`src/rtl/adc_seq_pkg.sv`:
```
package adc_seq_pkg;

    typedef enum logic [2:0] {
        MD_PWRDN  = 3'b000,
        MD_IDLE   = 3'b001,
        MD_SINGLE = 3'b010,
        MD_CONT   = 3'b011,
        MD_CAL_A  = 3'b100,
        MD_CAL_B  = 3'b101,
        MD_CAL_C  = 3'b110,
        MD_CAL_D  = 3'b111
    } mode_e;

    typedef struct packed {
        logic mode_wr;
        logic ctrl_wr;
        logic filt_wr;
        logic io_wr;
    } wr_sel_t;

    localparam int A_MODE = 0;
    localparam int A_CTRL = 1;
    localparam int A_FILT = 2;
    localparam int A_IO   = 3;

    localparam logic [7:0] CTRL_RST = 8'h07;
    localparam logic [7:0] FILT_RST = 8'h45;
    localparam logic [7:0] IO_RST   = 8'h00;
    localparam logic [7:0] IO_MASK  = 8'h33;

    function automatic logic is_cal(mode_e m);
        return m[2];
    endfunction

    function automatic logic is_busy(mode_e m);
        return m >= MD_SINGLE;
    endfunction

endpackage

```
`src/rtl/seq_wr_decode.sv`:
```
module seq_wr_decode
    import adc_seq_pkg::*;
#(
    parameter int ADDR_W = 2
) (
    input  logic              wr_en,
    input  logic [ADDR_W-1:0] wr_addr,
    output wr_sel_t           sel
);
    always_comb begin
        sel         = '0;
        sel.mode_wr = wr_en && (wr_addr == ADDR_W'(A_MODE));
        sel.ctrl_wr = wr_en && (wr_addr == ADDR_W'(A_CTRL));
        sel.filt_wr = wr_en && (wr_addr == ADDR_W'(A_FILT));
        sel.io_wr   = wr_en && (wr_addr == ADDR_W'(A_IO));
    end
endmodule

```
`src/rtl/seq_mode_ctl.sv`:
```
module seq_mode_ctl
    import adc_seq_pkg::*;
(
    input  logic       clk,
    input  logic       rst,
    input  logic       mode_wr,
    input  logic [2:0] mode_bits,
    input  logic       chop_bit,
    input  logic       conv_done,
    input  logic       rd_ack,
    output mode_e      mode_q,
    output logic       chop_off_q,
    output logic       rdy_q,
    output logic       restart_q,
    output logic       cal_done_q
);
    logic  cd_eff;
    mode_e new_mode;

    assign new_mode = mode_e'(mode_bits);
    assign cd_eff   = conv_done && !mode_wr && is_busy(mode_q);

    always_ff @(posedge clk) begin
        if (rst) begin
            mode_q     <= MD_IDLE;
            chop_off_q <= 1'b0;
            rdy_q      <= 1'b0;
            restart_q  <= 1'b0;
            cal_done_q <= 1'b0;
        end else begin
            restart_q  <= mode_wr;
            cal_done_q <= cd_eff && is_cal(mode_q);
            if (mode_wr) begin
                mode_q     <= new_mode;
                chop_off_q <= chop_bit;
            end else if (cd_eff && mode_q != MD_CONT) begin
                mode_q <= MD_IDLE;
            end
            if (mode_wr && is_cal(new_mode))
                rdy_q <= 1'b0;
            else if (cd_eff)
                rdy_q <= 1'b1;
            else if (rd_ack)
                rdy_q <= 1'b0;
        end
    end
endmodule

```
`src/rtl/seq_cfg_regs.sv`:
```
module seq_cfg_regs
    import adc_seq_pkg::*;
#(
    parameter int DW = 8
) (
    input  logic          clk,
    input  logic          rst,
    input  wr_sel_t       sel,
    input  logic [DW-1:0] wr_data,
    input  mode_e         mode_q,
    input  logic          chop_off_q,
    output logic [DW-1:0] ctrl_q,
    output logic [DW-1:0] filt_q,
    output logic [DW-1:0] filt_eff,
    output logic [DW-1:0] io_q
);
    localparam logic [DW-1:0] FILT_MAX = '1;

    always_ff @(posedge clk) begin
        if (rst) begin
            ctrl_q <= DW'(CTRL_RST);
            filt_q <= DW'(FILT_RST);
            io_q   <= DW'(IO_RST);
        end else begin
            if (sel.ctrl_wr)
                ctrl_q <= wr_data;
            if (sel.filt_wr && !is_busy(mode_q))
                filt_q <= wr_data;
            if (sel.io_wr)
                io_q <= wr_data & DW'(IO_MASK);
        end
    end

    assign filt_eff = (is_cal(mode_q) && !chop_off_q) ? FILT_MAX : filt_q;
endmodule

```
`src/rtl/adc_mode_seq.sv`:
```
module adc_mode_seq
    import adc_seq_pkg::*;
#(
    parameter int ADDR_W = 2,
    parameter int DW     = 8
) (
    input  logic              clk,
    input  logic              rst,
    input  logic              wr_en,
    input  logic [ADDR_W-1:0] wr_addr,
    input  logic [DW-1:0]     wr_data,
    input  logic              conv_done,
    input  logic              rd_ack,
    output logic [2:0]        mode,
    output logic              chop_off,
    output logic [DW-1:0]     ctrl,
    output logic [DW-1:0]     filt_user,
    output logic [DW-1:0]     filt_eff,
    output logic [DW-1:0]     io_cfg,
    output logic              rdy,
    output logic              restart,
    output logic              cal_done
);
    wr_sel_t sel;
    mode_e   mode_q;

    seq_wr_decode #(.ADDR_W(ADDR_W)) i_dec (
        .wr_en   (wr_en),
        .wr_addr (wr_addr),
        .sel     (sel)
    );

    seq_mode_ctl i_mode (
        .clk        (clk),
        .rst        (rst),
        .mode_wr    (sel.mode_wr),
        .mode_bits  (wr_data[2:0]),
        .chop_bit   (wr_data[DW-1]),
        .conv_done  (conv_done),
        .rd_ack     (rd_ack),
        .mode_q     (mode_q),
        .chop_off_q (chop_off),
        .rdy_q      (rdy),
        .restart_q  (restart),
        .cal_done_q (cal_done)
    );

    seq_cfg_regs #(.DW(DW)) i_cfg (
        .clk        (clk),
        .rst        (rst),
        .sel        (sel),
        .wr_data    (wr_data),
        .mode_q     (mode_q),
        .chop_off_q (chop_off),
        .ctrl_q     (ctrl),
        .filt_q     (filt_user),
        .filt_eff   (filt_eff),
        .io_q       (io_cfg)
    );

    assign mode = mode_q;
endmodule

```
`config.mk`:
```
export PLATFORM = sky130hd
export DESIGN_NAME = adc_mode_seq
export DESIGN_NICKNAME = d
export VERILOG_FILES = /design/src/rtl/adc_seq_pkg.sv /design/src/rtl/seq_wr_decode.sv /design/src/rtl/seq_mode_ctl.sv /design/src/rtl/seq_cfg_regs.sv /design/src/rtl/adc_mode_seq.sv
export SDC_FILE = /design/constraint.sdc
export NUM_CORES = 1
export LEC_CHECK = 0
export ABC_AREA = 1
export BUFFER_PORTS_ARGS = -buffer_cell sky130_fd_sc_hd__clkbuf_2
export CORE_MARGIN = 2
export CORE_UTILIZATION = 48
export DETAILED_ROUTE_END_ITERATION = 10
export HOLD_SLACK_MARGIN = 0.03
export PLACE_DENSITY = 0.82
export SLEW_MARGIN = 20
export SYNTH_ARGS = -nofsm -noshare
export SYNTH_HDL_FRONTEND = slang
export SYNTH_SLANG_ARGS = --single-unit
```
`constraint.sdc`:
```
create_clock -name clk -period 2.9 [get_ports clk]
set_input_delay 0.725 -clock clk [delete_from_list [all_inputs] [get_ports clk]]
set_output_delay 0.725 -clock clk [all_outputs]
set_load 0.03 [all_outputs]
```
==> results.cfg, run 1 <==
[synthesis]
synth_top_cell_by_area = dfxtp_1
syn-cell-area_sq_um = 1150
synth-seq-cells = 27
ys_async_sr_fraction = 0
synth_common_cells = 35 x nand2_1, 31 x inv_1, 27 x dfxtp_1
synth_area_leaders = dfxtp_1 47%, nand2_1 11%, inv_1 10%
synth.avg_cell_area_sq_um = 7.00
synth_edf_count = 0
ys.warnings.count = 0
synth_top_area_share = 0.471
ys_dominant_reg_cell = dfxtp_1
synthMostInstantiatedCell = nand2_1
syn_inst = 164
ys_seq_area_frac = 0.471
synth.distinct_cells = 20

[pwr]
peakVddDrop_v = 0.000427
power_mw = 0.702
power_leakage_nw = 0.802
p_per_area_nw_per_um2 = 499

[hold_path]
worstHoldPathType = register to register

[place]
dp_hpwl_um = 1850
globalplace.congestion = 0.784
portBuffers = 49
dp_cells = 235

[detailed_routing]
antenna_left = 0
drc = 0
via_per_inst = 4.46
dr.pass1.iters = 4
vias = 1065
wl_um = 2370
drt_iter0_drc = 13
wl_per_cell_um = 9.93

[finish]
instances_no_fill = 239
antenna_cells = 0
final_layout_size_suffix_gt1_frac = 0.270
multi_input_area_sq_um = 442
n_fill_cell = 243
fin_nets = 227
regArea_sq_um = 541
area_growth_pct = 22.4

[cts]
cts_tree = yes
cts_root_buf = clkbuf_4
ctsLongestPathBuffers = 2
clkTransAtPathRegs_ps = 140
cts_buffers = 3
hold_buffers = 0
ctsResizeCount = 0
cts_setup_buffers = 0
h-tree-depth = 1
clk_latency_ps = 310
clock_sinks = 27

[global_route]
grt_pass1_vias = 920
antenna_found_initial = 0
grt_overflow_total = 0
grt_pass1_wl_um = 3910
grtUsageTotal = 0.187
grt_max_degree = 25

[flow_run]
drv_cap = 0

[floorplanning]
dieArea_sq_um = 2800
rows = 17
die_y_um = 52.9
start_util = 0.514
coreArea_sq_um = 2230
io_pins = 54
die_width_um = 52.9

[critical_path]
critPathMaxFanout = 8
worstPathRequired_ps = 2170
slowest_delay_ps = 380
cp.arrival_ps = 1410
crit_buf_inv = 2
crit_type = register to output port
startpoint_type = register
cp-end-kind = output port
cp_cell_sequence = inv_1, or2_2, nand2_1, clkbuf_2
cpLargestDelayFamily = simple AND/OR/NAND/NOR gates
slowest_stage = dfxtp_1

[sta]
tightest_slew_ps = 625
slew-limit-headroom = 0.583
skew_ps = 5.48
finalMaxSlewViolations = 0
fin_setup_tns_ps = 0
final.period_utilization = 0.738
period_needed_ps = 2140
final_hold_viol_count = 0
max_freq_mhz = 467
setup_violations = 0
rsz0062_at_grt = false

[status]
status = completed
## final cells by class
cell class,instances,share of cell area
tap,28,0.0249
multi-input combinational,100,0.314
inverter,31,0.0827
clock inverter,1,0.00356
timing repair buffer,49,0.174
sequential,27,0.384
clock buffer,3,0.0160
## path summary, 6_finish.rpt
kind | from | end | slack, ps | cells past startpoint
worst max register to register | i_mode.mode_q[2] | i_cfg.filt_q[0] | 1690 | 6
worst min-delay path | i_cfg.io_q[0] | i_cfg.io_q[0] | 460 | 2
worst max-delay path | i_mode.mode_q[2] | filt_eff[0] | 760 | 4
worst min register to register | i_cfg.io_q[0] | i_cfg.io_q[0] | 460 | 2
## per-layer routing
metal,track usage,vias to the layer above,part of all wire
met5,0,-,0
met4,0.0513,0,0.0072
met3,0.0339,2,0.051
met2,0.308,28,0.46
met1,0.250,453,0.48
li1,-,582,-
## layout by cell type (no fill, tap or decap)
cell type,count
or2_2,1
nor3_1,1
o211ai_1,2
nand2_1,35
dfxtp_1,27
nand2_2,1
clkbuf_4,3
conb_1,4
nand4_1,1
inv_1,31
nor2_1,24
clkinv_2,1
clkbuf_2,49
nor2_4,1
o21ai_0,10
nand3_1,12
nand3_2,1
o21ai_1,1
a21oi_1,6
## power breakdown
group	internal [mW]	switching [mW]
Combinational	0.0407	0.107
Clock	0.0515	0.104
Sequential	0.388	0.0100
Total	0.481	0.221
## flip-flops by register name, summed over array words and instances, names as in the netlist
name               flops
i_mode.chop_off_q      1
i_mode.mode_q          3
i_cfg.io_q             4
i_cfg.ctrl_q           8
i_cfg.filt_q           8
i_mode.cal_done_q      1
i_mode.restart_q       1
i_mode.rdy_q           1
## logic make-up (layout without fill, tap and decap cells)
logic type / Yosys count / after routing / synth area share
other cells: 1 / 4 / 0.00326
compound gates: 19 / 19 / 0.0871
buf+inv: 40 / 84 / 0.155
flops: 27 / 27 / 0.471
simple gates: 77 / 77 / 0.284
## worst register-to-register path, delay by kind of cell (launching register included)
kind	cells	cell delay (ps)
flops	1	350
simple gates	4	510
buf+inv	2	230
## per-stage QoR
| step | hold slack [ps] | setup slack (ps) | cell area (sq um) | utilization |
|---|---|---|---|---|
| after CTS | 463 | 749 | 1410 | 0.630 |
| after floorplan | 568 | 888 | 1160 | - |
| after detailed placement | 439 | 1110 | 1380 | 0.617 |
| after global routing | 488 | 655 | 1410 | 0.630 |
| after global placement | 435 | 1150 | 1380 | 0.617 |
| final | 462 | 760 | 1410 | 0.630 |
Note: power is estimated with default switching activity, not from simulation.
==> inputs of run 2 (changes only) <==
--- a/config.mk
+++ b/config.mk
@@ -8,10 +8,10 @@
 export ABC_AREA = 1
 export BUFFER_PORTS_ARGS = -buffer_cell sky130_fd_sc_hd__clkbuf_2
 export CORE_MARGIN = 2
-export CORE_UTILIZATION = 48
+export CORE_UTILIZATION = 45
 export DETAILED_ROUTE_END_ITERATION = 10
 export HOLD_SLACK_MARGIN = 0.03
-export PLACE_DENSITY = 0.82
+export PLACE_DENSITY = 0.78
 export SLEW_MARGIN = 20
 export SYNTH_ARGS = -nofsm -noshare
 export SYNTH_HDL_FRONTEND = slang
==> constraint.sdc (replaced) <==
create_clock -name clk -period 2.2 [get_ports clk]
set_input_delay 0.55 -clock clk [delete_from_list [all_inputs] [get_ports clk]]
set_output_delay 0.55 -clock clk [all_outputs]
set_load 0.03 [all_outputs]
==> results.cfg, run 2 (synthesis gave the netlist of run 1 again) <==
[pwr]
power_mw = 0.927
cellInternalPower_mw = 0.634
pwr-share-clk = 0.226
switching_share = 0.316
pwr-share-comb = 0.208
power_switching_mw = 0.293
p_per_area_nw_per_um2 = 658
peakVddDrop_v = 0.000384
power_leakage_nw = 0.802
seqPwrFrac = 0.566

[global_route]
met2_usage = 0.265
grt_pass1_wl_um = 3520
grt_pass1_vias = 861
top_usage_layer = met2
grt_use_met3 = 0.0273
grtUsageTotal = 0.164
grt_overflow_total = 0
use_met1 = 0.211
antenna_found_initial = 0
grt_max_degree = 25

[floorplanning]
die_y_um = 54.5
dieArea_sq_um = 2970
die_width_um = 54.5
rows = 18
start_util = 0.468
io_pins = 54
coreArea_sq_um = 2450

[sta]
finalMaxSlewViolations = 0
max_freq_mhz = 507
fin_ws_ps = 228
skew_ps = 4.76
final_hold_viol_count = 0
final.period_utilization = 0.897
period_needed_ps = 1970
tightest_slew_ps = 585
setup_violations = 0
rsz0062_at_grt = false
slew-limit-headroom = 0.609
fin_setup_tns_ps = 0

[status]
status = completed

[critical_path]
r2r_slack_ps = 1010
crit_type = register to output port
reg2reg_depth = 6
startpoint_type = register
critPathMaxFanout = 8
worstPathRequired_ps = 1650
cp-end-kind = output port
regToRegStartpoint = i_mode.mode_q[2]
crit-reg2reg-capture = i_cfg.filt_q[0]
cp.arrival_ps = 1420

[finish]
area_growth_pct = 22.7
final_layout_size_suffix_gt1_frac = 0.270
final_area_sq_um = 1410
final_cell_mix = 49 x clkbuf_2, 35 x nand2_1, 31 x inv_1
antenna_cells = 0
top_regs = i_cfg.ctrl_q: 8 flops, i_cfg.filt_q: 8 flops, i_cfg.io_q: 4 flops
fin_nets = 227
final_core_util = 0.574
layout_commonest_cell = clkbuf_2

[cts]
cts_root_buf = clkbuf_4
cts_tree = yes
cts_setup_buffers = 0
clock_sinks = 27
hold_buffers = 0
h-tree-depth = 1
clkTransAtPathRegs_ps = 130
ctsResizeCount = 0
cts_buffers = 3
ctsLongestPathBuffers = 2
clk_latency_ps = 320

[detailed_routing]
dr.pass1.iters = 4
wl_per_cell_um = 9.37
via_per_inst = 4.43
drt_iter0_drc = 19
wl_um = 2260
drc = 0
vias = 1067
antenna_left = 0

[place]
portBuffers = 49
dp_hpwl_um = 1780
globalplace.congestion = 0.764
pre_cts_ws_ps = 582
placement.cell_area_sq_um = 1380

[flow_run]
drv_cap = 0

[hold_path]
whs_endpoint = i_mode.mode_q[2]
worstHoldPathType = input port to register
hp-start = rst
hold_depth = 2
==> run 2: power groups by stage <==
stage	Sequential, mW	Clock (mW)	Combinational (mW)
floorplan	0.581	0	0.0969
global placement	0.536	0	0.192
detailed placement	0.536	0	0.194
CTS	0.526	0.218	0.195
global route	0.528	0.232	0.215
finish	0.525	0.209	0.193
==> run 2: final cells by class <==
cell class	instances	area, sq um
clock inverter	1	5.00
sequential	27	541
tap	30	37.5
inverter	31	116
fill	264	1050
clock buffer	3	22.5
timing repair buffer	49	245
multi-input combinational	100	442
==> run 2: worst max-delay path by stage <==
stage,from,endpoint,slack (ps)
final,i_mode.mode_q[2],filt_eff[3],230
after global routing,i_mode.mode_q[2],filt_eff[3],100
after CTS,i_mode.mode_q[2],filt_eff[3],210
after detailed placement,i_mode.mode_q[2],filt_eff[3],580
after global placement,i_mode.mode_q[2],filt_eff[0],630
after floorplan,i_mode.mode_q[2],filt_eff[0],360
==> run 2: critical path: stages, from the launching register on <==
cell,delay (ps)
dfxtp_1,370
inv_1,90
or2_2,350
nand2_1,90
clkbuf_2,200
==> run 2: per-layer routing <==
layer / wire length [um] / share of wire / vias to the layer above
met2: 1020 / 0.45 / 33
met4: 28 / 0.012 / 0
met3: 141 / 0.062 / 4
met1: 1070 / 0.47 / 450
li1: - / - / 580
met5: 0 / 0 / -
==> run 2: metrics by stage <==
| step | hold WS (ps) | cells |
|---|---|---|
| after floorplan | 568 | 167 |
| after global routing | 446 | 241 |
| after global placement | 439 | 237 |
| final | 447 | 241 |
| after detailed placement | 444 | 237 |
| after CTS | 436 | 241 |
==> inputs of run 3 (changes only) <==
--- a/config.mk
+++ b/config.mk
@@ -8,10 +8,10 @@
 export ABC_AREA = 1
 export BUFFER_PORTS_ARGS = -buffer_cell sky130_fd_sc_hd__clkbuf_2
 export CORE_MARGIN = 2
-export CORE_UTILIZATION = 45
+export CORE_UTILIZATION = 48
 export DETAILED_ROUTE_END_ITERATION = 10
 export HOLD_SLACK_MARGIN = 0.03
-export PLACE_DENSITY = 0.78
+export PLACE_DENSITY = 0.82
 export SLEW_MARGIN = 20
 export SYNTH_ARGS = -nofsm -noshare
 export SYNTH_HDL_FRONTEND = slang
==> constraint.sdc (replaced) <==
create_clock -name clk -period 2.3 [get_ports clk]
set_input_delay 0.575 -clock clk [delete_from_list [all_inputs] [get_ports clk]]
set_output_delay 0.575 -clock clk [all_outputs]
set_load 0.03 [all_outputs]
==> results.cfg, run 3 (synthesis gave the netlist of run 1 again) <==
[status]
status = completed

[cts]
hold_buffers = 0
h-tree-depth = 1
clock_sinks = 27
clkTransAtPathRegs_ps = 140
cts_buffers = 3
cts_setup_buffers = 0
cts_root_buf = clkbuf_4
cts_tree = yes
clk_latency_ps = 310
ctsResizeCount = 0
ctsLongestPathBuffers = 2

[sta]
tightest_slew_ps = 622
skew_ps = 4.82
fin_setup_tns_ps = 0
rsz0062_at_grt = false
period_needed_ps = 1980
max_freq_mhz = 506
final_hold_viol_count = 0
setup_violations = 0
finalMaxSlewViolations = 0
final.period_utilization = 0.860
slew-limit-headroom = 0.585

[detailed_routing]
wl_per_cell_um = 9.89
drc = 0
via_per_inst = 4.59
wl_um = 2360
dr.pass1.iters = 4
vias = 1098
antenna_left = 0
drt_iter0_drc = 18

[floorplanning]
rows = 17
dieArea_sq_um = 2800
coreArea_sq_um = 2230
start_util = 0.514
io_pins = 54
die_y_um = 52.9
die_width_um = 52.9

[global_route]
grtUsageTotal = 0.188
grt_max_degree = 25
grt_overflow_total = 0
grt_pass1_vias = 914
antenna_found_initial = 0
grt_pass1_wl_um = 3910

[place]
dp_cells = 235
placement.cell_area_sq_um = 1380
dp_hpwl_um = 1840
globalplace.congestion = 0.784
portBuffers = 49

[pwr]
power_leakage_nw = 0.802
peakVddDrop_v = 0.000519
p_per_area_nw_per_um2 = 631

[critical_path]
cp-end-kind = output port
reg2reg_depth = 6
worstPathRequired_ps = 1730
critPathMaxFanout = 8
r2r_slack_ps = 1100
crit_type = register to output port
startpoint = i_mode.mode_q[2]
worst_setup_path_endpoint = filt_eff[0]
cp.arrival_ps = 1400
startpoint_type = register
regToRegStartpoint = i_mode.mode_q[2]
crit-reg2reg-capture = i_cfg.filt_q[0]

[finish]
fin_nets = 227
top_regs = i_cfg.ctrl_q: 8 flops, i_cfg.filt_q: 8 flops, i_cfg.io_q: 4 flops
n_fill_cell = 235
final_area_sq_um = 1410
antenna_cells = 0
final_layout_size_suffix_gt1_frac = 0.270
instances_no_fill = 239
area_growth_pct = 22.4
layout_commonest_cell = clkbuf_2
final_cell_mix = 49 x clkbuf_2, 35 x nand2_1, 31 x inv_1

[hold_path]
hp-start = i_cfg.io_q[0]
worstHoldPathType = register to register

[flow_run]
drv_cap = 0
==> run 3: layout make-up <==
type	count	area [sq um]	share of cell area
clock buffer	3	22.5	0.0160
tap	28	35.0	0.0249
multi-input combinational	100	442	0.314
clock inverter	1	5.00	0.00356
inverter	31	116	0.0827
sequential	27	541	0.384
timing repair buffer	49	245	0.174
==> run 3: through the flow <==
| step | setup WS (ps) | hold slack, ps | total power [mW] | utilization |
|---|---|---|---|---|
| 2_1_floorplan | 438 | 568 | 0.648 | - |
| 3_3_place_gp | 697 | 435 | 0.696 | 0.617 |
| 3_5_place_dp | 669 | 439 | 0.699 | 0.617 |
| 5_1_grt | 203 | 476 | 0.937 | 0.630 |
| 6_report | 323 | 461 | 0.888 | 0.630 |
| 4_1_cts | 304 | 463 | 0.892 | 0.630 |
==> run 3: worst min-delay path by stage <==
stage	to	cells past startpoint
after detailed placement	i_cfg.io_q[0]	2
after global routing	i_mode.cal_done_q	2
final	i_cfg.io_q[0]	2
after floorplan	i_cfg.io_q[0]	2
after CTS	i_cfg.io_q[0]	2
after global placement	i_cfg.io_q[0]	2
==> run 3: critical path, cell delays in order (launching register included) <==
cell and delay (ps):
dfxtp_1 370, inv_1 90, or2_2 350, nand2_1 80
clkbuf_2 190
==> run 3: metal layers <==
| layer | up-vias | GRT usage | routed length, um |
|---|---|---|---|
| met4 | 0 | 0.0641 | 33 |
| met2 | 38 | 0.296 | 1060 |
| met3 | 4 | 0.0367 | 162 |
| li1 | 579 | - | - |
| met5 | - | 0 | 0 |
| met1 | 477 | 0.257 | 1110 |
==> run 3: where the power goes <==
part / leakage [nW] / switching, mW / internal [mW]
Clock: 0.0177 / 0.135 / 0.0650
Combinational: 0.564 / 0.134 / 0.0513
Sequential: 0.221 / 0.0128 / 0.490
Total: 0.802 / 0.282 / 0.606
